[src/rtl/txdma_seq.sv]
module txdma_seq #(
  parameter int AW = 24,
  parameter int CW = 16,
  parameter int DW = 8
) (
  input  logic          clk,
  input  logic          rst_n,
  input  logic          addr_wr,
  input  logic [AW-1:0] addr_in,
  input  logic          cnt_wr,
  input  logic [CW-1:0] cnt_in,
  input  logic          cmd_wr,
  input  logic [1:0]    cmd_op,
  input  logic          irq_en,
  output logic          mem_req,
  output logic [AW-1:0] mem_addr,
  input  logic          mem_rvalid,
  input  logic [DW-1:0] mem_rdata,
  output logic          tx_valid,
  output logic [DW-1:0] tx_data,
  input  logic          tx_rdy,
  output logic          tx_idle,
  output logic          cmd_pending,
  output logic          stat_valid,
  output logic [AW-1:0] cur_addr,
  output logic [CW-1:0] cur_cnt,
  output logic          tx_irq
);
  localparam logic [1:0] OP_XMIT = 2'b01;
  localparam logic [1:0] OP_CLRI = 2'b10;

  typedef enum logic [1:0] {S_IDLE, S_FETCH, S_SEND} st_t;

  st_t           st;
  logic [1:0]    op_q;
  logic          a_ld, c_ld;
  logic [DW-1:0] byte_q;

  wire idle  = (st == S_IDLE);
  wire take  = cmd_pending && idle;
  wire go    = take && (op_q == OP_XMIT) && a_ld && c_ld;
  wire load  = idle && !cmd_pending;
  wire last  = (cur_cnt == CW'(1));

  assign mem_req    = (st == S_FETCH);
  assign mem_addr   = cur_addr;
  assign tx_valid   = (st == S_SEND);
  assign tx_data    = byte_q;
  assign tx_idle    = idle;
  assign stat_valid = !cmd_pending;

  always_ff @(posedge clk) begin
    if (!rst_n) begin
      st          <= S_IDLE;
      op_q        <= '0;
      cmd_pending <= 1'b0;
      a_ld        <= 1'b0;
      c_ld        <= 1'b0;
      cur_addr    <= '0;
      cur_cnt     <= '0;
      byte_q      <= '0;
      tx_irq      <= 1'b0;
    end else begin
      if (cmd_wr && !cmd_pending) begin
        cmd_pending <= 1'b1;
        op_q        <= cmd_op;
      end else if (take) begin
        cmd_pending <= 1'b0;
      end

      if (load && addr_wr) begin
        cur_addr <= addr_in;
        a_ld     <= 1'b1;
      end
      if (load && cnt_wr) begin
        cur_cnt <= cnt_in;
        c_ld    <= 1'b1;
      end

      if (take && op_q == OP_CLRI) tx_irq <= 1'b0;

      if (go) begin
        a_ld <= 1'b0;
        c_ld <= 1'b0;
        if (cur_cnt == '0) begin
          if (irq_en) tx_irq <= 1'b1;
        end else begin
          st <= S_FETCH;
        end
      end

      case (st)
        S_FETCH: if (mem_rvalid) begin
          byte_q <= mem_rdata;
          st     <= S_SEND;
        end
        S_SEND: if (tx_rdy) begin
          cur_addr <= cur_addr + AW'(1);
          cur_cnt  <= cur_cnt - CW'(1);
          if (last) begin
            st <= S_IDLE;
            if (irq_en) tx_irq <= 1'b1;
          end else begin
            st <= S_FETCH;
          end
        end
        default: ;
      endcase
    end
  end
endmodule


[config.mk]
export PLATFORM = sky130hd
export DESIGN_NAME = txdma_seq
export DESIGN_NICKNAME = d
export VERILOG_FILES = /design/src/rtl/txdma_seq.sv
export SDC_FILE = /design/constraint.sdc
export NUM_CORES = 1
export LEC_CHECK = 0
export BUFFER_PORTS_ARGS = -buffer_cell sky130_fd_sc_hd__buf_2
export CORE_MARGIN = 1
export CORE_UTILIZATION = 44
export CTS_CLUSTER_DIAMETER = 40
export DETAILED_ROUTE_END_ITERATION = 7
export GPL_TIMING_DRIVEN = 0
export PLACE_DENSITY = 0.77
export SYNTH_ARGS = -nofsm -noshare
export SYNTH_HDL_FRONTEND = slang
export SYNTH_SLANG_ARGS = --single-unit
[constraint.sdc]
create_clock -name clk -period 1.9 [get_ports clk]
set_input_delay 0.19 -clock clk [delete_from_list [all_inputs] [get_ports clk]]
set_output_delay 0.19 -clock clk [all_outputs]
set_load 0.05 [all_outputs]
==> impl_results.md, run 1 <==
* Num Clock Sinks at 56
* # DRC at 0
* Final WS setup at 0.0475 ns
* Slowest-stage cell, CP: or4_1
* Commonest non-fill, non-tap cell in the layout: buf_2
* Levels on crit path at 6
* Final slew viol count at 0
* Place WS at -0.288 ns
* Yosys reg bits at 56
* Post-synthesis sequential area ratio at 34.2%
* Final instance area at 4500 um^2
* Yosys top cell by area: dfxtp_1
* Least-Margin Pin Slew at 0.635 ns
* Req. time, crit path at 2.14 ns
* Setup Skew at 0.0124 ns
* CTS tree: built
* Fin crit period at 1.85 ns
* Worst EP arrival at 2.09 ns
* Hold-fix buffer count after cts at 0
* Num rows at 31
* Met1 usage at 35.3%
* Die Y at 88.3 um
* Synthesized area per cell at 7.80 um^2
* Final GP Congestion at 0.882
* Max Cap Viol at 0
* Number of synthesized flops with an enable pin at 0
* First drt pass iteration count at 7
* Layout cells sized above 1 at 41.8%
* Met3 usage at 4.20%
* Die area at 7800 um^2
* Status: completed
* Vias per cell at 5.74
* Busiest grt layer: met2
* Most frequent cells in the layout: buf_2, nand2_1, buf_4, dfxtp_1, nor2_1
* CP max FO at 8
* Via count at 3843
* Antenna Cells at 0
* GRT overflow at 0
* Ys Warns at 0
* Fillers at 661
* Die Wd at 88.3 um
* Highest clock rate at 540 MHz
* Cells after Synth at 420
* Hold depth at 3
* Slew HR at 57.3%
* Worst hold path class: in -> reg
* Non-filler cells, final at 669
* Leak at 1.98 nW
* Post-synth cell types at 56
* Worst vdd ir at 0.359 mV
* Final hold vios at 0
* Detail Route Antenna Nets at 0
* Final cycle utilization of the critical path at 97.5%
* Initial Util at 45.4%
* Final setup fails at 0
* Total power at 2.99 mW
* Initial antenna violation count at 0
* Critical path startpoint category: register
* DPL Wire Length at 7720 um
* Critical Path End Type: register
* Final layout net count at 634
* Synthesized net count at 485
* Clk root buf: clkbuf_8
* IO Pins at 136
* Largest net degree at the start of global routing at 17
* Worst Path Buf+Inv at 2
* Core Box Area at 7210 um^2
* Placed instance count at 653
* Cells along the critical path: clkbuf_8 -> nand4_1 -> or3_4 -> clkbuf_8 -> or4_1 -> a31oi_1
* Routed wire length at 10400 um
* Vias in the first global route at 3339
* WL/cell at 15.5 um
* GRT Total Usage at 26.4%
* Kind of critical path: reg -> reg
* Power Dens Cells at 665 nW/um^2
* P&R area growth vs syn at 37.2%
* CP delay by family, top: simple AND/OR/NAND/NOR gates
* Drt initial violations at 270
* Grt met2 use at 42.7%
* Unrepaired setup endpoints after global routing: false
* Placed cell area at 4240 um^2
* Cell mode on critical path: clkbuf_8
* Fin Hold WS at 0.103 ns
* Most used DFF post-synth: dfxtp_1
* Ys async rst share at 0%
* Reg2Reg Depth at 6
* Utilization after layout at 62.3%
* Top cell type's share of synthesized area at 34.2%
* Critical path's largest stage delay at 0.46 ns
* H-tree depth at 2
* First-pass GRT wire length at 16100 um
* Clk buf depth at 2
* Setup_tns at 0 ns
* Worst-path clk slew at 0.11 ns
* CTS buffer count at 5
* I/O Buffers at 134
* Synth area leaders: dfxtp_1, buf_4, nand2_1, a21oi_1, nor2_1
* Synth Cell Area at 3280 um^2
* Worst-Skew Late Latency at 0.32 ns
-- synth_stat cells (8+ instances only) --
library cell / count
nor2_1: 32
nand2_1: 43
a21oi_1: 24
nor3_1: 13
buf_4: 24
clkbuf_1: 24
o21ai_0: 23
a31oi_1: 14
inv_1: 11
nand3_1: 23
nand4_1: 13
dfxtp_1: 56
and3_1: 8
-- registers in the layout (all words and copies together), names as in the netlist --
register     flops
c_ld             1
st               2
a_ld             1
tx_data          8
cmd_pending      1
cur_cnt         16
tx_irq           1
cur_addr        24
op_q             2
-- logic make-up (layout without fill, tap and decap cells) --
kind of cell / Yosys count / after routing / synth area share, %
AND/OR/NAND/NOR: 172 / 172 / 27.2
AO/OA/AOI/OAI: 111 / 111 / 22.3
buffers and inverters: 62 / 212 / 9.89
flip-flops: 56 / 56 / 34.2
multiplexers: 10 / 10 / 3.21
adder cells (fa/ha/maj): 7 / 7 / 2.67
XOR/XNOR: 2 / 2 / 0.535
-- worst reg2reg max path, delay by kind of cell, from the launching register on --
| family | cells | cell delay [ns] |
|---|---|---|
| AO/OA/AOI/OAI | 1 | 0.17 |
| buffers and inverters | 2 | 0.30 |
| flip-flops | 1 | 0.36 |
| AND/OR/NAND/NOR | 3 | 0.94 |
-- cell type report --
type                    instances  area (um^2)  area share, %
plain buffers                  46          312           6.93
clock buffers                   6         72.6           1.61
clock inverters                 2         35.0          0.779
inverters                      12         45.0           1.00
multi-input cells             302         1970           43.8
flip-flops and latches         56         1180           26.2
well taps                      99          124           2.76
repair buffers                146          761           16.9
-- where the power goes --
part | total [mW] | internal, mW | switching [mW]
sequential | 1.33 | 1.23 | 0.0990
combinational | 0.865 | 0.284 | 0.581
clock | 0.791 | 0.392 | 0.399
-- per-layer routing --
layer	wire [um]	up-vias
met1	4440	1818
met4	189	0
met5	0	-
met3	760	21
li1	-	1837
met2	5010	167
-- repair_timing --
item / in CTS / in global routing
resized for setup: 15 / 13
setup buffers: 5 / 7
pin swaps: 0 / 6
cloned: 0 / 0
setup endpoints to repair: 35 / 29
-- worst paths after layout --
path                      startpoint                      end  slack [ns]
max          cur_addr[15]$_SDFF_PN0_  cur_addr[17]$_SDFF_PN0_        0.05
min                       cnt_in[10]   cur_cnt[10]$_SDFF_PN0_        0.10
max reg2reg  cur_addr[15]$_SDFF_PN0_  cur_addr[17]$_SDFF_PN0_        0.05
min reg2reg  tx_data[3]$_SDFFE_PN0P_  tx_data[3]$_SDFFE_PN0P_        0.46
Note: power is estimated with default switching activity, not from simulation.
==> inputs of run 2 (changes only) <==
--- a/config.mk
+++ b/config.mk
@@ -11,7 +11,7 @@
 export CTS_CLUSTER_DIAMETER = 40
 export DETAILED_ROUTE_END_ITERATION = 7
 export GPL_TIMING_DRIVEN = 0
-export PLACE_DENSITY = 0.77
+export PLACE_DENSITY = 0.88
 export SYNTH_ARGS = -nofsm -noshare
 export SYNTH_HDL_FRONTEND = slang
 export SYNTH_SLANG_ARGS = --single-unit
==> run 2 against run 1 <==
Against the previous run:
- sequential power hardly changed
- final cell count stayed put
- via count is 4.1% higher
- wire length is 2.7% higher
- clock skew is 0.0019 ns higher
- critical path type unchanged
- largest cell class unchanged
- largest power group unchanged
==> impl_results.md, run 2 (synthesis results as in run 1) <==
* Status: completed
* Clk buf depth at 2 (unchanged)
* R2r setup slk at 0.05 ns (about the same)
* GRT overflow at 0 (unchanged)
* Num rows at 31 (unchanged)
* Final WS setup at 0.0506 ns (+0.00317 ns)
* Slew HR at 59.5% (+2.1 points)
* Critical Path End Type: register
* Max Cap Viol at 0 (unchanged)
* Highest clock rate at 541 MHz (+0.17%)
* Routed wire length at 10700 um (+2.7%)
* Worst hold path class: in -> reg
* Placed cell area at 4240 um^2 (unchanged)
* Max reg flops at 24 (unchanged)
* P&R area growth vs syn at 37.3%
* Final hold vios at 0 (unchanged)
* Die Wd at 88.3 um (unchanged)
* Worst EP arrival at 2.10 ns (about the same)
* Combinational share of power at 29.9% (+1.0 points)
* Vias per cell at 5.98 (+4.1%)
* Slowest-stage cell, CP: or4_1
* Top reg by flops: cur_addr
* Fin crit period at 1.85 ns (-0.00317 ns)
* Non-filler cells, final at 669 (unchanged)
* Largest net degree at the start of global routing at 17 (unchanged)
* Crit path launch: st[0]$_SDFF_PN0_
* Req. time, crit path at 2.15 ns (about the same)
* Worst-path clk slew at 0.11 ns (about the same)
* H-tree depth at 2 (unchanged)
* DPL Wire Length at 7860 um (+1.8%)
* Die Y at 88.3 um (unchanged)
* Final instance area at 4500 um^2 (+0.11%)
* Place WS at -0.305 ns (-0.0170 ns)
* Final setup fails at 0 (unchanged)
* Power Dens Cells at 650 nW/um^2 (-2.3%)
* Most frequent cells in the layout: buf_2, nand2_1, buf_4, dfxtp_1, nor2_1
* Leak at 1.98 nW (-0.11%)
* Worst-Skew Late Latency at 0.33 ns (about the same)
* Net Switching at 1.11 mW (+2.5%)
* GRT Total Usage at 26.7% (+0.35 points)
* Clock network power share at 24.4% (-2.1 points)
* Critical path startpoint category: register
* Setup Skew at 0.0142 ns (+0.00188 ns)
* First-pass GRT wire length at 16300 um (+1.5%)
* Initial Util at 45.4% (unchanged)
* Drt initial violations at 405 (+50%)
* Total power at 2.92 mW (-2.2%)
* CP delay by family, top: simple AND/OR/NAND/NOR gates
* Final GP Congestion at 0.950 (+7.7%)
* Num Clock Sinks at 56 (unchanged)
* Die area at 7800 um^2 (unchanged)
* I/O Buffers at 134 (unchanged)
* Vias in the first global route at 3540 (+6.0%)
* Reg power frac at 45.7% (+1.1 points)
* Least-Margin Pin Slew at 0.608 ns (-0.0266 ns)
* Final layout net count at 634 (unchanged)
* Hold Startpoint: cnt_in[10]
* Worst vdd ir at 0.303 mV (-16%)
* # DRC at 0 (unchanged)
* Final slew viol count at 0 (unchanged)
* Clk root buf: clkbuf_8
* IO Pins at 136 (unchanged)
* Initial antenna violation count at 0 (unchanged)
* Antenna Cells at 0 (unchanged)
* Commonest non-fill, non-tap cell in the layout: buf_2
* Core Box Area at 7210 um^2 (unchanged)
* Net Sw Frac at 37.8% (+1.7 points)
* Placed instance count at 653 (unchanged)
* Internal power at 1.82 mW (-4.8%)
* Critical path's largest stage delay at 0.49 ns (+0.03 ns)
* Final cycle utilization of the critical path at 97.3% (-0.17 points)
* Worst Path Buf+Inv at 1 (-1)
* Cells along the critical path: inv_2 -> ha_4 -> nand2_4 -> or3_4 -> or4_1 -> a31oi_1
* WL/cell at 16.0 um (+2.7%)
* Layout cells sized above 1 at 42.1% (+0.35 points)
* First drt pass iteration count at 5 (-2)
* Detail Route Antenna Nets at 0 (unchanged)
* CTS buffer count at 5 (unchanged)
* CP max FO at 8 (unchanged)
* Kind of critical path: reg -> reg
* Via count at 3999 (+4.1%)
* CTS tree: built
* Reg-to-Reg Start: st[0]$_SDFF_PN0_
## run 2: power by group through the flow
stage          logic, mW  registers (mW)  clock network [mW]
5_1_grt            0.927            1.34               0.760
2_1_floorplan      0.410            1.53                   0
3_3_place_gp       0.809            1.35                   0
4_1_cts            0.838            1.33               0.712
6_report           0.875            1.33               0.714
3_5_place_dp       0.820            1.36                   0
## run 2: final timing paths
path / endpoint / cells after the start
setup reg to reg: cur_addr[18]$_SDFF_PN0_ / 6
hold reg to reg: tx_data[2]$_SDFFE_PN0P_ / 2
setup / recovery: cur_addr[18]$_SDFF_PN0_ / 6
hold / removal: cur_cnt[10]$_SDFF_PN0_ / 3
## run 2: worst register-to-register path: cells and delay by family, from the launching register on
family,cells,cell delay [ns]
AO/OA/AOI/OAI,1,0.17
adder cells (fa/ha/maj),1,0.17
buffers and inverters,1,0.11
flip-flops,1,0.35
AND/OR/NAND/NOR,3,1.00
## run 2: per-layer routing
metal | wire [um] | vias to the layer above | GRT usage [%]
met5 | 0 | - | 0
met4 | 287 | 0 | 10.9
li1 | - | 1844 | -
met1 | 4440 | 1886 | 33.8
met3 | 866 | 34 | 4.57
met2 | 5080 | 235 | 45.2
## run 2: layout make-up
cell class | count | area (um^2)
plain buffers | 46 | 312
well taps | 99 | 124
clock buffers | 7 | 86.3
fillers | 626 | 2710
flip-flops and latches | 56 | 1180
multi-input cells | 302 | 1980
repair buffers | 146 | 761
clock inverters | 1 | 7.51
inverters | 12 | 45.0
## run 2: what timing repair did
| item | 4_1_cts | 5_1_grt |
|---|---|---|
| buffers inserted | 4 | 8 |
| hold buffers | 0 | 0 |
| endpoints found under the setup margin | 34 | 23 |
| pin swaps | 0 | 4 |
| endpoints found under the hold margin | 0 | 0 |
| gates cloned | 0 | 0 |
| gates resized for setup | 14 | 19 |
## run 2: metrics by stage
| stage | utilization [%] | TNS, ns | hold slack, ns |
|---|---|---|---|
| CTS | 60.9 | 0 | 0.102 |
| global route | 62.4 | -0.0399 | 0.112 |
| detailed placement | 58.8 | -4.65 | 0.447 |
| global placement | 58.8 | -3.32 | 0.432 |
| finish | 62.4 | 0 | 0.0944 |
| floorplan | - | -0.0809 | 0.326 |
==> inputs of run 3 (changes only) <==
--- a/config.mk
+++ b/config.mk
@@ -12,6 +12,7 @@
 export DETAILED_ROUTE_END_ITERATION = 7
 export GPL_TIMING_DRIVEN = 0
 export PLACE_DENSITY = 0.88
+export RECOVER_POWER = 100
 export SYNTH_ARGS = -nofsm -noshare
 export SYNTH_HDL_FRONTEND = slang
 export SYNTH_SLANG_ARGS = --single-unit
==> run 3 against run 2 <==
Against the previous run:
- final area fell by 2.2%
- die area did not move
- wire length fell by 0.25%
- clock power barely moved
- global-route usage did not move
- sequential power barely moved
- register-to-register slack barely moved
- clock-buffer cell count did not move
- largest power group unchanged
- critical path type unchanged
- largest cell class unchanged
- worst setup slack got worse by 0.0019 ns
==> impl_results.md, run 3 (synthesis results as in run 1) <==
* Drt initial violations at 443 (+9.4%)
* Clk buf depth at 2 (unchanged)
* Num Clock Sinks at 56 (unchanged)
* Critical path startpoint category: register
* Reg-to-Reg Start: cur_addr[6]$_SDFF_PN0_
* CTS buffer count at 5 (unchanged)
* Worst-path clk slew at 0.11 ns (about the same)
* Final layout net count at 634 (unchanged)
* WL/cell at 15.9 um (-0.25%)
* H-tree depth at 2 (unchanged)
* Hold Startpoint: cnt_in[10]
* Core Box Area at 7210 um^2 (unchanged)
* Hold-fix buffer count after cts at 0 (unchanged)
* Kind of critical path: reg -> reg
* Least-Margin Pin Slew at 0.623 ns (+0.0144 ns)
* I/O Buffers at 134 (unchanged)
* Largest net degree at the start of global routing at 17 (unchanged)
* First-pass GRT wire length at 16300 um (unchanged)
* Vias per cell at 5.97 (-0.10%)
* Crit path launch: cur_addr[6]$_SDFF_PN0_
* GRT overflow at 0 (unchanged)
* Place WS at -0.305 ns (unchanged)
* Worst-Skew Late Latency at 0.33 ns (about the same)
* IO Pins at 136 (unchanged)
* Critical Path End Type: register
* CTS tree: built
* Max Cap Viol at 0 (unchanged)
* Status: completed
* Final slew viol count at 0 (unchanged)
* Worst EP arrival at 2.09 ns (about the same)
* Worst hold path class: in -> reg
* Req. time, crit path at 2.14 ns (about the same)
* Clk root buf: clkbuf_8
* Power Dens Cells at 658 nW/um^2 (+1.3%)
* Max reg flops at 24 (unchanged)
* Leak at 1.67 nW (-16%)
* DPL Wire Length at 7860 um (unchanged)
* Routed wire length at 10700 um (-0.25%)
* # DRC at 0 (unchanged)
* Setup Skew at 0.0176 ns (+0.00338 ns)
* CP max FO at 5 (-3)
* First drt pass iteration count at 5 (unchanged)
* Most frequent cells in the layout: clkbuf_1, buf_2, nand2_1, buf_4, dfxtp_1
* Num rows at 31 (unchanged)
* Final GP Congestion at 0.950 (unchanged)
* Fillers at 665 (+6.2%)
* Detail Route Antenna Nets at 0 (unchanged)
* Antenna Cells at 0 (unchanged)
* Layout cells sized above 1 at 28.4% (-14 points)
* Die Wd at 88.3 um (unchanged)
* Commonest non-fill, non-tap cell in the layout: clkbuf_1
* Top reg by flops: cur_addr
* Final hold vios at 0 (unchanged)
* Final cycle utilization of the critical path at 97.4% (+0.10 points)
* Final WS setup at 0.0487 ns (-0.00192 ns)
* Final setup fails at 0 (unchanged)
* Vias in the first global route at 3540 (unchanged)
* Via count at 3995 (-0.10%)
* Die Y at 88.3 um (unchanged)
* Initial Util at 45.4% (unchanged)
* P&R area growth vs syn at 34.4%
* Slew HR at 58.7% (-0.78 points)
* Highest clock rate at 540 MHz (-0.10%)
* Final instance area at 4400 um^2 (-2.2%)
* Fin Hold WS at 0.0919 ns (-0.00259 ns)
* Die area at 7800 um^2 (unchanged)
* Worst vdd ir at 0.300 mV (-1.2%)
* Placed cell area at 4240 um^2 (unchanged)
* Initial antenna violation count at 0 (unchanged)
* Fin crit period at 1.85 ns (+0.00192 ns)
* GRT Total Usage at 26.7% (unchanged)
==> run 3: cell count changes in the layout (fill, tap and decap cells not counted), sizes merged <==
| cell | before | now |
|---|---|---|
| clkbuf | 27 | 105 |
| buf | 172 | 94 |
==> run 3: timing repair <==
item	4_1_cts	5_1_grt
setup endpoints to repair	34	23
cloned	0	0
pin swaps	0	4
gates resized for setup	14	19
buffers inserted	4	8
endpoints found under the hold margin	0	0
==> run 3: metal layers <==
| layer | vias up | track usage [%] | part of all wire (%) |
|---|---|---|---|
| met1 | 1865 | 33.8 | 41 |
| met2 | 243 | 45.2 | 47 |
| met4 | 0 | 10.9 | 3.0 |
| li1 | 1847 | - | - |
| met5 | - | 0 | 0 |
| met3 | 40 | 4.57 | 8.5 |
==> run 3: cell type report <==
type / instances / area [um^2] / share of cell area (%)
Multi-Input combinational cell: 302 / 1980 / 45.0
Sequential cell: 56 / 1180 / 26.9
Timing Repair Buffer: 146 / 663 / 15.1
Buffer: 46 / 312 / 7.08
Tap cell: 99 / 124 / 2.81
Clock buffer: 7 / 86.3 / 1.96
Inverter: 12 / 45.0 / 1.02
Clock inverter: 1 / 7.51 / 0.171
==> run 3: power breakdown <==
| group | leakage, nW | internal, mW | total, mW | switching (mW) |
|---|---|---|---|---|
| registers | 0.471 | 1.23 | 1.34 | 0.103 |
| clock network | 0.0445 | 0.298 | 0.713 | 0.415 |
| logic | 1.15 | 0.262 | 0.850 | 0.588 |
==> run 3: per-stage QoR <==
stage / setup TNS [ns] / instances / util [%] / power, mW
5_1_grt: -0.0406 / 669 / 61.0 / 3.01
6_report: 0 / 669 / 61.0 / 2.90
3_5_place_dp: -4.65 / 653 / 58.8 / 2.18
3_3_place_gp: -3.32 / 653 / 58.8 / 2.16
2_1_floorplan: -0.0809 / 420 / - / 1.94
4_1_cts: 0 / 663 / 60.9 / 2.88
==> run 3: path summary, 6_finish.rpt <==
check                            end  slack [ns]  cells past startpoint
min           cur_cnt[10]$_SDFF_PN0_        0.09                      3
min reg2reg  tx_data[2]$_SDFFE_PN0P_        0.47                      2
max reg2reg  cur_addr[23]$_SDFF_PN0_        0.05                      4
max          cur_addr[23]$_SDFF_PN0_        0.05                      4
==> run 3: critical path: stages (launching register included) <==
cell	delay, ns
dfxtp_4	0.38
nand4_1	0.20
or4_4	0.51
or4_1	0.41
a311oi_1	0.26
